File: src/rtl/pwm_quad_pkg.sv
package pwm_quad_pkg;

  typedef enum logic [1:0] {
    ALIGN_LEFT   = 2'd0,
    ALIGN_CENTER = 2'd1,
    ALIGN_RIGHT  = 2'd2
  } alignMode_e;

  typedef struct packed {
    logic cycleStart;
    logic centerHit;
    logic hitA;
    logic hitB;
  } trigStrobe_t;

  localparam int ADDR_LIMIT = 0;
  localparam int ADDR_ALIGN = 1;
  localparam int ADDR_DTH   = 2;
  localparam int ADDR_DTL   = 3;
  localparam int ADDR_PLEN  = 4;
  localparam int ADDR_POL   = 5;
  localparam int ADDR_CMPA  = 6;
  localparam int ADDR_CMPB  = 7;
  localparam int ADDR_DUTY0 = 8;

endpackage

File: src/rtl/pwm_quad_ctrl.sv
module pwm_quad_ctrl
  import pwm_quad_pkg::*;
#(
  parameter int CH  = 4,
  parameter int CW  = 12,
  parameter int DTW = 8,
  parameter int PLW = 8,
  parameter int AW  = 4,
  parameter int DW  = 16
) (
  input  logic                 clk,
  input  logic                 rstN,
  input  logic                 wrEn,
  input  logic [AW-1:0]        wrAddr,
  input  logic [DW-1:0]        wrData,
  output logic [CW-1:0]        cnt,
  output logic [CW:0]          period,
  output alignMode_e           modeAct,
  output logic [CH-1:0][CW:0]  dutyAct,
  output logic [DTW-1:0]       dtHigh,
  output logic [DTW-1:0]       dtLow,
  output logic [PLW-1:0]       pulseLen,
  output logic                 polHigh,
  output logic                 polLow,
  output logic                 polTrig,
  output trigStrobe_t          strobe
);

  logic [CW-1:0]       maxStg, maxAct, cmpAStg, cmpBStg, cmpAAct, cmpBAct;
  logic [1:0]          modeStg;
  logic [CH-1:0][CW:0] dutyStg;
  logic                wrap;

  assign wrap   = (cnt == maxAct);
  assign period = {1'b0, maxAct} + 1'b1;

  // staging and immediate registers
  always_ff @(posedge clk or negedge rstN) begin
    if (!rstN) begin
      maxStg   <= '0;
      modeStg  <= '0;
      cmpAStg  <= '0;
      cmpBStg  <= '0;
      dutyStg  <= '0;
      dtHigh   <= '0;
      dtLow    <= '0;
      pulseLen <= '0;
      polHigh  <= 1'b0;
      polLow   <= 1'b0;
      polTrig  <= 1'b0;
    end else if (wrEn) begin
      case (wrAddr)
        AW'(ADDR_LIMIT): maxStg   <= wrData[CW-1:0];
        AW'(ADDR_ALIGN): modeStg  <= wrData[1:0];
        AW'(ADDR_DTH):   dtHigh   <= wrData[DTW-1:0];
        AW'(ADDR_DTL):   dtLow    <= wrData[DTW-1:0];
        AW'(ADDR_PLEN):  pulseLen <= wrData[PLW-1:0];
        AW'(ADDR_POL): begin
          polHigh <= wrData[0];
          polLow  <= wrData[1];
          polTrig <= wrData[2];
        end
        AW'(ADDR_CMPA):  cmpAStg  <= wrData[CW-1:0];
        AW'(ADDR_CMPB):  cmpBStg  <= wrData[CW-1:0];
        default: ;
      endcase
      for (int i = 0; i < CH; i++)
        if (wrAddr == AW'(ADDR_DUTY0 + i)) dutyStg[i] <= wrData[CW:0];
    end
  end

  // shared counter and period-boundary shadow load
  always_ff @(posedge clk or negedge rstN) begin
    if (!rstN) begin
      cnt     <= '0;
      maxAct  <= '0;
      modeAct <= ALIGN_LEFT;
      cmpAAct <= '0;
      cmpBAct <= '0;
      dutyAct <= '0;
    end else if (wrap) begin
      cnt     <= '0;
      maxAct  <= maxStg;
      modeAct <= alignMode_e'(modeStg);
      cmpAAct <= cmpAStg;
      cmpBAct <= cmpBStg;
      dutyAct <= dutyStg;
    end else begin
      cnt <= cnt + 1'b1;
    end
  end

  assign strobe.cycleStart = (cnt == '0);
  assign strobe.centerHit  = ({1'b0, cnt} == (period >> 1));
  assign strobe.hitA       = (cnt == cmpAAct);
  assign strobe.hitB       = (cnt == cmpBAct);

  a_r1_cnt_bound: assert property (@(posedge clk) disable iff (!rstN)
    cnt <= maxAct);

  a_r1_wrap_to_zero: assert property (@(posedge clk) disable iff (!rstN)
    (cnt == maxAct) |=> (cnt == '0));

  a_r12_hold_mid_period: assert property (@(posedge clk) disable iff (!rstN)
    (cnt != maxAct) |=> ($stable(maxAct) && $stable(dutyAct) && $stable(cmpAAct)));

endmodule

File: src/rtl/pwm_quad_chan.sv
module pwm_quad_chan
  import pwm_quad_pkg::*;
#(
  parameter int CW  = 12,
  parameter int DTW = 8
) (
  input  logic           clk,
  input  logic           rstN,
  input  logic [CW-1:0]  cnt,
  input  logic [CW:0]    period,
  input  alignMode_e     modeAct,
  input  logic [CW:0]    duty,
  input  logic [DTW-1:0] dtHigh,
  input  logic [DTW-1:0] dtLow,
  output logic           hiAct,
  output logic           loAct
);

  localparam logic [DTW-1:0] STEADY_MAX = '1;

  logic [CW:0]    dEff, winLo, winHi, cntExt;
  logic           rawOn, rawPrev;
  logic [DTW-1:0] steady;

  assign cntExt = {1'b0, cnt};
  assign dEff   = (duty > period) ? period : duty;

  always_comb begin
    case (modeAct)
      ALIGN_RIGHT: begin
        winLo = period - dEff;
        winHi = period;
      end
      ALIGN_CENTER: begin
        winLo = (period - dEff) >> 1;
        winHi = ((period - dEff) >> 1) + dEff;
      end
      default: begin
        winLo = '0;
        winHi = dEff;
      end
    endcase
  end

  assign rawOn = (cntExt >= winLo) && (cntExt < winHi);

  // dead time: count clocks the window has kept its state
  always_ff @(posedge clk or negedge rstN) begin
    if (!rstN) begin
      rawPrev <= 1'b0;
      steady  <= '0;
    end else begin
      rawPrev <= rawOn;
      if (rawOn != rawPrev)        steady <= '0;
      else if (steady != STEADY_MAX) steady <= steady + 1'b1;
    end
  end

  assign hiAct = rawPrev && (steady >= dtHigh);
  assign loAct = !rawPrev && (steady >= dtLow);

  a_r7_no_overlap: assert property (@(posedge clk) disable iff (!rstN)
    !(hiAct && loAct));

endmodule

File: src/rtl/pwm_quad_dp.sv
module pwm_quad_dp
  import pwm_quad_pkg::*;
#(
  parameter int CH  = 4,
  parameter int CW  = 12,
  parameter int DTW = 8,
  parameter int PLW = 8
) (
  input  logic                clk,
  input  logic                rstN,
  input  logic [CW-1:0]       cnt,
  input  logic [CW:0]         period,
  input  alignMode_e          modeAct,
  input  logic [CH-1:0][CW:0] dutyAct,
  input  logic [DTW-1:0]      dtHigh,
  input  logic [DTW-1:0]      dtLow,
  input  logic [PLW-1:0]      pulseLen,
  input  logic                polHigh,
  input  logic                polLow,
  input  logic                polTrig,
  input  trigStrobe_t         strobe,
  output logic [CH-1:0]       pwmHigh,
  output logic [CH-1:0]       pwmLow,
  output logic                trigZero,
  output logic                trigCenter,
  output logic                trigA,
  output logic                trigB,
  output logic                trigAB
);

  localparam int NTRIG = 4;

  logic [CH-1:0]    hiVec, loVec;
  logic [NTRIG-1:0] trigEv, trigAct;

  for (genvar g = 0; g < CH; g++) begin : gChan
    pwm_quad_chan #(.CW(CW), .DTW(DTW)) uChan (
      .clk     (clk),
      .rstN    (rstN),
      .cnt     (cnt),
      .period  (period),
      .modeAct (modeAct),
      .duty    (dutyAct[g]),
      .dtHigh  (dtHigh),
      .dtLow   (dtLow),
      .hiAct   (hiVec[g]),
      .loAct   (loVec[g])
    );
  end

  assign trigEv = {strobe.hitB, strobe.hitA, strobe.centerHit, strobe.cycleStart};

  for (genvar k = 0; k < NTRIG; k++) begin : gTrig
    logic [PLW-1:0] remCnt;
    always_ff @(posedge clk or negedge rstN) begin
      if (!rstN)              remCnt <= '0;
      else if (trigEv[k])     remCnt <= pulseLen;
      else if (remCnt != '0)  remCnt <= remCnt - 1'b1;
    end
    assign trigAct[k] = (remCnt != '0);
  end

  assign pwmHigh    = hiVec ^ {CH{polHigh}};
  assign pwmLow     = loVec ^ {CH{polLow}};
  assign trigZero   = trigAct[0] ^ polTrig;
  assign trigCenter = trigAct[1] ^ polTrig;
  assign trigA      = trigAct[2] ^ polTrig;
  assign trigB      = trigAct[3] ^ polTrig;
  assign trigAB     = (trigAct[2] | trigAct[3]) ^ polTrig;

  a_r8_start_pulse: assert property (@(posedge clk) disable iff (!rstN)
    (strobe.cycleStart && pulseLen != '0) |=> trigAct[0]);

  a_r9_compare_pulse: assert property (@(posedge clk) disable iff (!rstN)
    (strobe.hitA && pulseLen != '0) |=> trigAct[2]);

endmodule

File: src/rtl/pwm_quad.sv
module pwm_quad
  import pwm_quad_pkg::*;
#(
  parameter int CH  = 4,
  parameter int CW  = 12,
  parameter int DTW = 8,
  parameter int PLW = 8,
  parameter int AW  = 4,
  parameter int DW  = 16
) (
  input  logic          clk,
  input  logic          rstN,
  input  logic          wrEn,
  input  logic [AW-1:0] wrAddr,
  input  logic [DW-1:0] wrData,
  output logic [CH-1:0] pwmHigh,
  output logic [CH-1:0] pwmLow,
  output logic          trigZero,
  output logic          trigCenter,
  output logic          trigA,
  output logic          trigB,
  output logic          trigAB
);

  logic [CW-1:0]       cnt;
  logic [CW:0]         period;
  alignMode_e          modeAct;
  logic [CH-1:0][CW:0] dutyAct;
  logic [DTW-1:0]      dtHigh, dtLow;
  logic [PLW-1:0]      pulseLen;
  logic                polHigh, polLow, polTrig;
  trigStrobe_t         strobe;

  pwm_quad_ctrl #(.CH(CH), .CW(CW), .DTW(DTW), .PLW(PLW), .AW(AW), .DW(DW)) uCtrl (
    .clk      (clk),
    .rstN     (rstN),
    .wrEn     (wrEn),
    .wrAddr   (wrAddr),
    .wrData   (wrData),
    .cnt      (cnt),
    .period   (period),
    .modeAct  (modeAct),
    .dutyAct  (dutyAct),
    .dtHigh   (dtHigh),
    .dtLow    (dtLow),
    .pulseLen (pulseLen),
    .polHigh  (polHigh),
    .polLow   (polLow),
    .polTrig  (polTrig),
    .strobe   (strobe)
  );

  pwm_quad_dp #(.CH(CH), .CW(CW), .DTW(DTW), .PLW(PLW)) uDp (
    .clk        (clk),
    .rstN       (rstN),
    .cnt        (cnt),
    .period     (period),
    .modeAct    (modeAct),
    .dutyAct    (dutyAct),
    .dtHigh     (dtHigh),
    .dtLow      (dtLow),
    .pulseLen   (pulseLen),
    .polHigh    (polHigh),
    .polLow     (polLow),
    .polTrig    (polTrig),
    .strobe     (strobe),
    .pwmHigh    (pwmHigh),
    .pwmLow     (pwmLow),
    .trigZero   (trigZero),
    .trigCenter (trigCenter),
    .trigA      (trigA),
    .trigB      (trigB),
    .trigAB     (trigAB)
  );

endmodule

File: config.mk
export PLATFORM = sky130hd
export DESIGN_NAME = pwm_quad
export DESIGN_NICKNAME = d
export VERILOG_FILES = /design/src/rtl/pwm_quad_pkg.sv /design/src/rtl/pwm_quad_ctrl.sv /design/src/rtl/pwm_quad_chan.sv /design/src/rtl/pwm_quad_dp.sv /design/src/rtl/pwm_quad.sv
export SDC_FILE = /design/constraint.sdc
export NUM_CORES = 1
export LEC_CHECK = 0
export BUFFER_PORTS_ARGS = -buffer_cell sky130_fd_sc_hd__buf_4
export CORE_ASPECT_RATIO = 1.2
export CORE_MARGIN = 2
export CORE_UTILIZATION = 65
export DETAILED_ROUTE_END_ITERATION = 10
export HOLD_SLACK_MARGIN = 0.06
export PLACE_DENSITY = 0.88
export SLEW_MARGIN = 15
export SYNTH_ARGS = -nofsm -noshare
export SYNTH_HDL_FRONTEND = slang
export SYNTH_SLANG_ARGS = --single-unit
File: constraint.sdc
create_clock -name clk -period 9.5 [get_ports clk]
set_input_delay 0 -clock clk [delete_from_list [all_inputs] [get_ports clk]]
set_output_delay 0 -clock clk [all_outputs]
set_load 0.01 [all_outputs]
==> results.yml, run 1 <==
floorplan:
  io_pins: 36
  die-area_um2: 38630
  rows: 77
  die_h_um: 214.9
  dieWidth_um: 179.8
  core_area_um2: 36710
  start_util: 0.6564
setup_path:
  cp_common_cell: "ha_1"
  rr_endpoint: "uDp.gChan[2].uChan.steady[3]"
  cpMaxStageDelayCell: "fa_1"
  critPathRequiredTime_ps: 9950
  worstPathArrival_ps: 9530
  rr_worst_depth: 36
  r2r-start: "uCtrl.maxAct[1]"
  cpPeakStageDelay_ps: 560
  cp-start-kind: "register"
  endpoint_kind: "register"
  r2r_slack_ps: 420
  cp_max_fo: 8
  critical_path_class: "register to register"
global_route:
  antenna_found_initial: 0
  grt_pass1_vias: 21750
  grt_max_degree: 136
  gr-total-overflow: 0
  track_usage: 0.3918
  grt_pass1_wl_um: 119600
yosys:
  netlist_top_cells_count: "301 x ha_1, 287 x dfrtp_1, 192 x mux2_2, 167 x o21ai_0, 160 x nand2_1"
  synth_warnings: 0
  synth-async-reset-ratio: 1.000
  syn-cell-area_um2: 24090
  synth_top_area_cell: "dfrtp_1"
  synth_edf_count: 0
  synth_top_area_share: 0.2981
  synth_compound_gate_area_share: 0.1782
  synth_top_family_by_area: "compound AO/OA/AOI/OAI gates"
  seq_area_frac_synth: 0.2981
  yosysMostFrequentCell: "ha_1"
  synthDistinctLibCells: 88
  synthTopCellsByArea: "dfrtp_1 30%, ha_1 16%, mux2_2 9.0%"
  netlist_instances: 2569
  synth_mux_area_frac: 0.1056
  synth_ff_type: "dfrtp_1"
  synth-xor-area-share: 0.08137
  synth-seq-cells: 287
  avgSynthCellArea_um2: 9.379
  yosys.area_share.adder: 0.1634
  synth.net_count: 2901
  synth-simple-area-share: 0.1316
placement:
  portBuffers: 32
  place_congestion: 1.013
  dp_hpwl_um: 51900
timing:
  fmax_mhz: 110.2
  hold_viol_final: 0
  setup_violations: 0
  report.final.slew_viol_count: 0
  period_share: 0.9556
  worst_slew_pin_slew_ps: 1036
  slew-limit-headroom: 0.3092
  min_period_ps: 9078
  rsz0062_at_grt: "no"
  finalSetupTns_ps: 0
  finalClockSkew_ps: 34.55
clocking:
  cts_htree_levels: 1
  cts_sinks: 287
  numCtsBuffers: 27
  cts_max_path_buffers: 3
  insertion_delay_ps: 570
  root_buffer: "clkbuf_16"
  clk_pin_slew_ps: 70
  cts_tree: "yes"
routing:
  wl_per_cell_um: 25.22
  drc_errors: 0
  via_count: 21450
  drt_iter0_drc: 2525
  vias_per_cell: 6.957
  first_pass_iters: 8
  routed_wl_um: 77760
  ant_nets: 0
cells_and_area:
  diodes: 0
  fill_cells: 2491
  drive_gt1_frac: 0.1464
  syn_to_final_growth_pct: 8.423
  fin_nets: 2920
status:
  status: "complete, no violations"
hold_path:
  hold_path_class: "input pin to asynchronous set/reset pin"
run:
  max-cap-violations: 0
## cell type report
cell class | instances | area, um2 | area share
clock buffers | 37 | 743.2 | 0.02845
flip-flops and latches | 287 | 7182 | 0.2749
multi-input cells | 2024 | 16030 | 0.6137
repair buffers | 102 | 834.6 | 0.03195
inverters | 146 | 548.0 | 0.02098
well taps | 474 | 593.1 | 0.02270
clock inverters | 13 | 191.4 | 0.007328
## per-layer routing
| layer | up-vias | track usage | wire, um |
|---|---|---|---|
| li1 | 9341 | - | - |
| met1 | 10230 | 0.4605 | 27230 |
| met2 | 1393 | 0.6485 | 36310 |
| met3 | 488 | 0.06677 | 7531 |
| met4 | 0 | 0.2832 | 6683 |
| met5 | - | 0 | 0 |
## repair_timing
item | CTS | global route
hold buffers | 18 | 0
resized for setup | 0 | 27
buffers inserted | 0 | 1
setup endpoints to repair | 0 | 34
endpoints found under the hold margin | 250 | 0
## logic make-up (layout without fill, tap and decap cells)
logic type | after synthesis | in the layout
compound gates | 652 | 652
simple gates | 628 | 628
fa+ha+maj | 310 | 310
flops | 287 | 287
buf+inv | 258 | 298
mux | 229 | 229
xor+xnor | 205 | 205
## sequential cells by signal, summed over array words and instances (netlist names), 12 cells and up
register	cells
uCtrl.maxAct	12
uCtrl.dutyStg	52
uDp.gChan.uChan.steady	32
uCtrl.cmpBAct	12
uCtrl.maxStg	12
uCtrl.dutyAct	52
uCtrl.cmpAAct	12
uCtrl.cnt	12
uCtrl.cmpAStg	12
uDp.gTrig.remCnt	32
uCtrl.cmpBStg	12
## cell usage in the layout (no fill, tap or decap), types with 81 or more instances in the layout
cell,netlist,routed
a21o_1,91,91
a21oi_1,144,143
buf_4,5,81
dfrtp_1,287,287
ha_1,301,300
inv_1,143,142
mux2_2,192,192
nand2_1,160,160
nor2_1,147,146
o21ai_0,167,163
xnor2_1,120,118
## stage by stage
step           worst slack [ps]    util  hold slack [ps]  cells  area [um2]
2_1_floorplan              1016       -           -295.6   2569       24090
3_3_place_gp              615.5  0.6779            177.6   3014       24880
3_5_place_dp              323.6  0.6779            184.5   3014       24880
4_1_cts                   260.1  0.7083            93.28   3082       26000
5_1_grt                   12.32  0.7117            149.6   3083       26120
6_report                  422.1  0.7117            114.5   3083       26120
## critical path: cells and delay by family, from the launching register on
kind | cells | cell delay [ps]
simple gates | 9 | 2050
buf+inv | 5 | 750
flops | 1 | 480
compound gates | 13 | 3040
fa+ha+maj | 6 | 2060
xor+xnor | 2 | 290
mux | 1 | 270
## how the worst max path moves through the flow
stage / start / endpoint / cells past startpoint
after CTS: uCtrl.maxAct[3] / uDp.gChan[3].uChan.steady[5] / 36
final: uCtrl.maxAct[1] / uDp.gChan[2].uChan.steady[3] / 36
after global placement: uCtrl.maxAct[1] / uDp.gChan[0].uChan.steady[7] / 39
after detailed placement: uCtrl.maxAct[1] / uDp.gChan[0].uChan.steady[0] / 41
after floorplan: uCtrl.maxAct[0] / uDp.gChan[2].uChan.steady[6] / 37
after global routing: uCtrl.maxAct[1] / uDp.gChan[2].uChan.steady[3] / 36
Power of run 1 is left out: the tool's default activity adds up to more than one toggle a clock period on the data nets, which glitch-free logic cannot reach.
==> run 2, diff against run 1 <==
- CORE_UTILIZATION: 65 -> 25
- PLACE_DENSITY: 0.88 -> 0.45
==> results.yml, run 2 (synthesis results as in run 1) <==
routing:
  wl_per_cell_um: 20.65
  routed_wl_um: 80400
  route.met3.wl_um: 2364
  via_count: 19340
  wl_met2_um: 38850
  drc_errors: 0
  dr.max_layer_used: "met4"
  ant_nets: 0
  wl_met1_um: 36170
  drt_iter0_drc: 1035
  first_pass_iters: 5
  vias_per_cell: 4.969
global_route:
  gr-total-overflow: 0
  grt_max_degree: 167
  grt_pass1_vias: 19320
  antenna_found_initial: 1
  track_usage: 0.1624
  grt_pass1_wl_um: 123000
clocking:
  cts_htree_levels: 1
  root_buffer: "clkbuf_16"
  insertion_delay_ps: 600
  clk_pin_slew_ps: 70
  cts_max_path_buffers: 3
  numCtsBuffers: 31
  cts_sinks: 287
  cts_tree: "yes"
cells_and_area:
  largestRegisters: "uCtrl.dutyAct: 52 flops, uCtrl.dutyStg: 52 flops"
  diodes: 0
  syn_to_final_growth_pct: 13.58
  final_common_cell: "ha_1"
  drive_gt1_frac: 0.1515
  layout_common_cells: "299 x ha_1, 287 x dfrtp_1, 192 x mux2_2"
  finalNonFillerCells: 3893
  fin_nets: 2941
  fin_util: 0.2868
timing:
  hold_viol_final: 0
  setup_violations: 0
  worst_slew_pin_slew_ps: 1069
  slew-limit-headroom: 0.2872
  period_share: 0.9440
  min_period_ps: 8968
  report.final.slew_viol_count: 0
  finalClockSkew_ps: 19.92
  fmax_mhz: 111.5
hold_path:
  hold_depth: 4
  hold_path_class: "input pin to register"
setup_path:
  worstPathArrival_ps: 9460
  cp_common_cell: "ha_1"
  cpPeakStageDelay_ps: 560
  rr_worst_depth: 35
  endpoint_kind: "register"
  cp-start-kind: "register"
  critical_path_class: "register to register"
  cp_max_fo: 12
  critPathRequiredTime_ps: 9990
  cpMaxStageDelayCell: "or4_1"
floorplan:
  die-area_um2: 98890
  io_pins: 36
  die_h_um: 344.1
  start_util: 0.2525
  core_area_um2: 95420
  rows: 124
  dieWidth_um: 287.4
placement:
  dp_hpwl_um: 58980
  place_congestion: 0.9054
  portBuffers: 32
  dpl.cell_count: 3814
run:
  max-cap-violations: 0
status:
  status: "complete, no violations"
run 2: worst max-delay path, delay by kind of cell, from the launching register on:
family	cells	cell delay [ps]
AOI/OAI and AO/OA	14	3290
adders and majority gates	4	1240
muxes	1	300
and+or+nand+nor	11	2660
buffers and inverters	3	690
DFF	1	350
xor gates and xnor gates	2	330
run 2: path summary, 6_finish.rpt:
check	start	end	slack, ps
max in group asynchronous	rstN	uCtrl.maxAct[3]	7340
min in group asynchronous	rstN	uCtrl.cnt[0]	550
setup / recovery	uCtrl.maxAct[0]	uDp.gChan[2].uChan.steady[6]	530
hold reg to reg	uCtrl.maxStg[0]	uCtrl.maxAct[0]	470
hold / removal	wrEn	uCtrl.modeStg[1]	140
setup reg to reg	uCtrl.maxAct[0]	uDp.gChan[2].uChan.steady[6]	530
run 2: final cells by class:
cell class                 instances  area [um2]
fill                           10120       68050
multi-input combinational       2024       16010
sequential                       287        7182
tap                             1260        1577
timing repair buffer             119       996.0
clock buffer                      45       868.3
inverter                         146       548.0
clock inverter                    12       185.2
run 2: what timing repair did:
action | 4_1_cts | 5_1_grt
setup endpoints to repair | 0 | 34
hold buffers | 21 | 0
endpoints found under the hold margin | 186 | 0
buffers inserted | 0 | 1
resized for setup | 0 | 24
run 2: through the flow:
step	cell area [um2]	setup TNS, ps	setup slack (ps)	hold WS, ps
floorplan	24090	0	1016	-295.6
global placement	25990	0	341.3	32.39
detailed placement	25990	0	291.4	36.38
CTS	27270	0	262.4	134.6
global route	27370	-41.05	-40.24	160.7
finish	27370	0	532.4	143.6
run 2: per-layer routing:
layer / vias to the layer above / track usage
li1: 9389 / -
met1: 9481 / 0.2080
met2: 351 / 0.2841
met3: 123 / 0.01501
met4: 0 / 0.05697
met5: - / 0
Power of run 2 is left out for the same reason.
==> run 3, diff against run 2 <==
- ABC_AREA: default -> 1
==> results.yml, run 3 <==
timing:
  setup_violations: 0
  min_period_ps: 8386
  report.final.slew_viol_count: 0
  finalSetupTns_ps: 0
  slew-limit-headroom: 0.3186
  worst_slew_pin_slew_ps: 1018
  hold_viol_final: 0
  finalClockSkew_ps: 21.62
  period_share: 0.8827
  rsz0062_at_grt: "no"
  fmax_mhz: 119.2
setup_path:
  endpoint_kind: "register"
  cp_common_cell: "nand2_1"
  worstPathArrival_ps: 8840
  cpMaxStageDelayCell: "dfrtp_1"
  critPathRequiredTime_ps: 9950
  cpPeakStageDelay_ps: 670
  critPathLaunch: "uCtrl.maxAct[0]"
  critical_path_class: "register to register"
  r2r-start: "uCtrl.maxAct[0]"
  cp_max_fo: 12
  cp-start-kind: "register"
routing:
  ant_nets: 0
  first_pass_iters: 6
  wl_per_cell_um: 16.92
  vias_per_cell: 4.522
  drc_errors: 0
  via_count: 20870
  drt_iter0_drc: 1095
  routed_wl_um: 78080
cells_and_area:
  diodes: 0
  drive_gt1_frac: 0.06975
  largestRegisters: "uCtrl.dutyAct: 52 flops, uCtrl.dutyStg: 52 flops"
  layout_common_cells: "788 x nand2_1, 490 x inv_1, 335 x o21ai_0"
  fin_nets: 3665
  final_common_cell: "nand2_1"
  syn_to_final_growth_pct: 12.99
floorplan:
  die_h_um: 342.3
  die-area_um2: 97870
  dieWidth_um: 285.9
  io_pins: 36
  rows: 124
  start_util: 0.2511
  core_area_um2: 94950
clocking:
  numCtsBuffers: 30
  cts_max_path_buffers: 3
  root_buffer: "clkbuf_16"
  insertion_delay_ps: 580
  post_cts.repair.setup_buffers: 0
  cts_hold_buf: 22
  clk_pin_slew_ps: 60
  cts_resized: 0
  cts_tree: "yes"
  cts_sinks: 287
  cts_htree_levels: 1
yosys:
  synth_ff_type: "dfrtp_1"
  seq_area_frac_synth: 0.3012
  netlist_instances: 3278
  synth_top_area_share: 0.3012
  synth_top_area_cell: "dfrtp_1"
  synth-seq-cells: 287
  synth-async-reset-ratio: 1.000
  synth.net_count: 3610
  synthTopCellsByArea: "dfrtp_1 30%, ha_1 16%, nand2_1 12%"
  netlist_top_cells_count: "789 x nand2_1, 491 x inv_1, 335 x o21ai_0, 301 x ha_1, 287 x dfrtp_1"
  yosysMostFrequentCell: "nand2_1"
  syn-cell-area_um2: 23840
  synthDistinctLibCells: 56
  avgSynthCellArea_um2: 7.274
  synth_warnings: 0
  synth_edf_count: 0
global_route:
  grt_pass1_wl_um: 121600
  grt_pass1_vias: 20300
  track_usage: 0.1593
  antenna_found_initial: 0
  gr-total-overflow: 0
  grt_max_degree: 103
run:
  max-cap-violations: 0
placement:
  place_congestion: 0.8707
  dp_hpwl_um: 58780
  portBuffers: 32
hold_path:
  hold_path_class: "input pin to asynchronous set/reset pin"
status:
  status: "complete, no violations"
[run 3: final cells by class]
type,instances,area [um2]
clock inverter,11,145.1
sequential,287,7182
inverter,499,1876
tap,1260,1577
clock buffer,43,849.6
fill,10510,68010
timing repair buffer,100,813.3
multi-input combinational,2415,14500
[run 3: metrics by stage]
step                utilization  hold WS, ps  cell area, um2  setup WS (ps)  cells
global route             0.2837        108.7           26940          319.9   4615
detailed placement       0.2710        118.3           25730           1122   4539
floorplan                     -       -295.6           23840           2630   3278
global placement         0.2710        110.8           25730           1150   4539
finish                   0.2837        25.61           26940           1114   4615
CTS                      0.2837        66.84           26940           1088   4615
[run 3: cell families (layout without fill, tap and decap cells)]
logic type      after synthesis  count (layout)  share of synthesized area
compound gates              688             688                     0.1613
xor+xnor                    134             134                    0.04922
fa+ha+maj                   309             309                     0.1647
buf+inv                     576             653                    0.09152
flops                       287             287                     0.3012
mux                           4               4                   0.001679
simple gates               1280            1280                     0.2305
[run 3: final timing paths]
| path | to | slack, ps | cells past startpoint |
|---|---|---|---|
| worst max-delay path | uDp.gChan[0].uChan.steady[2] | 1110 | 49 |
| worst min-delay path | uDp.gTrig[0].remCnt[2] | 30 | 2 |
| worst max register to register | uDp.gChan[0].uChan.steady[2] | 1110 | 49 |
| worst min register to register | uCtrl.dutyAct[29] | 470 | 2 |
| max in group asynchronous | uCtrl.dutyStg[32] | 7280 | 4 |
| min in group clk | uCtrl.cmpAStg[6] | 210 | 4 |
[run 3: worst max-delay path, delay by kind of cell, from the launching register on]
kind | cells | cell delay, ps
fa+ha+maj | 5 | 1640
compound gates | 14 | 2310
xor+xnor | 1 | 190
simple gates | 23 | 2540
flops | 1 | 670
buf+inv | 6 | 880
[run 3: per-layer routing]
layer	wire length, um	global-route usage
met5	0	0
met4	1543	0.03447
met3	2053	0.008589
met2	37480	0.2800
met1	37000	0.2150
Power of run 3 is left out for the same reason.
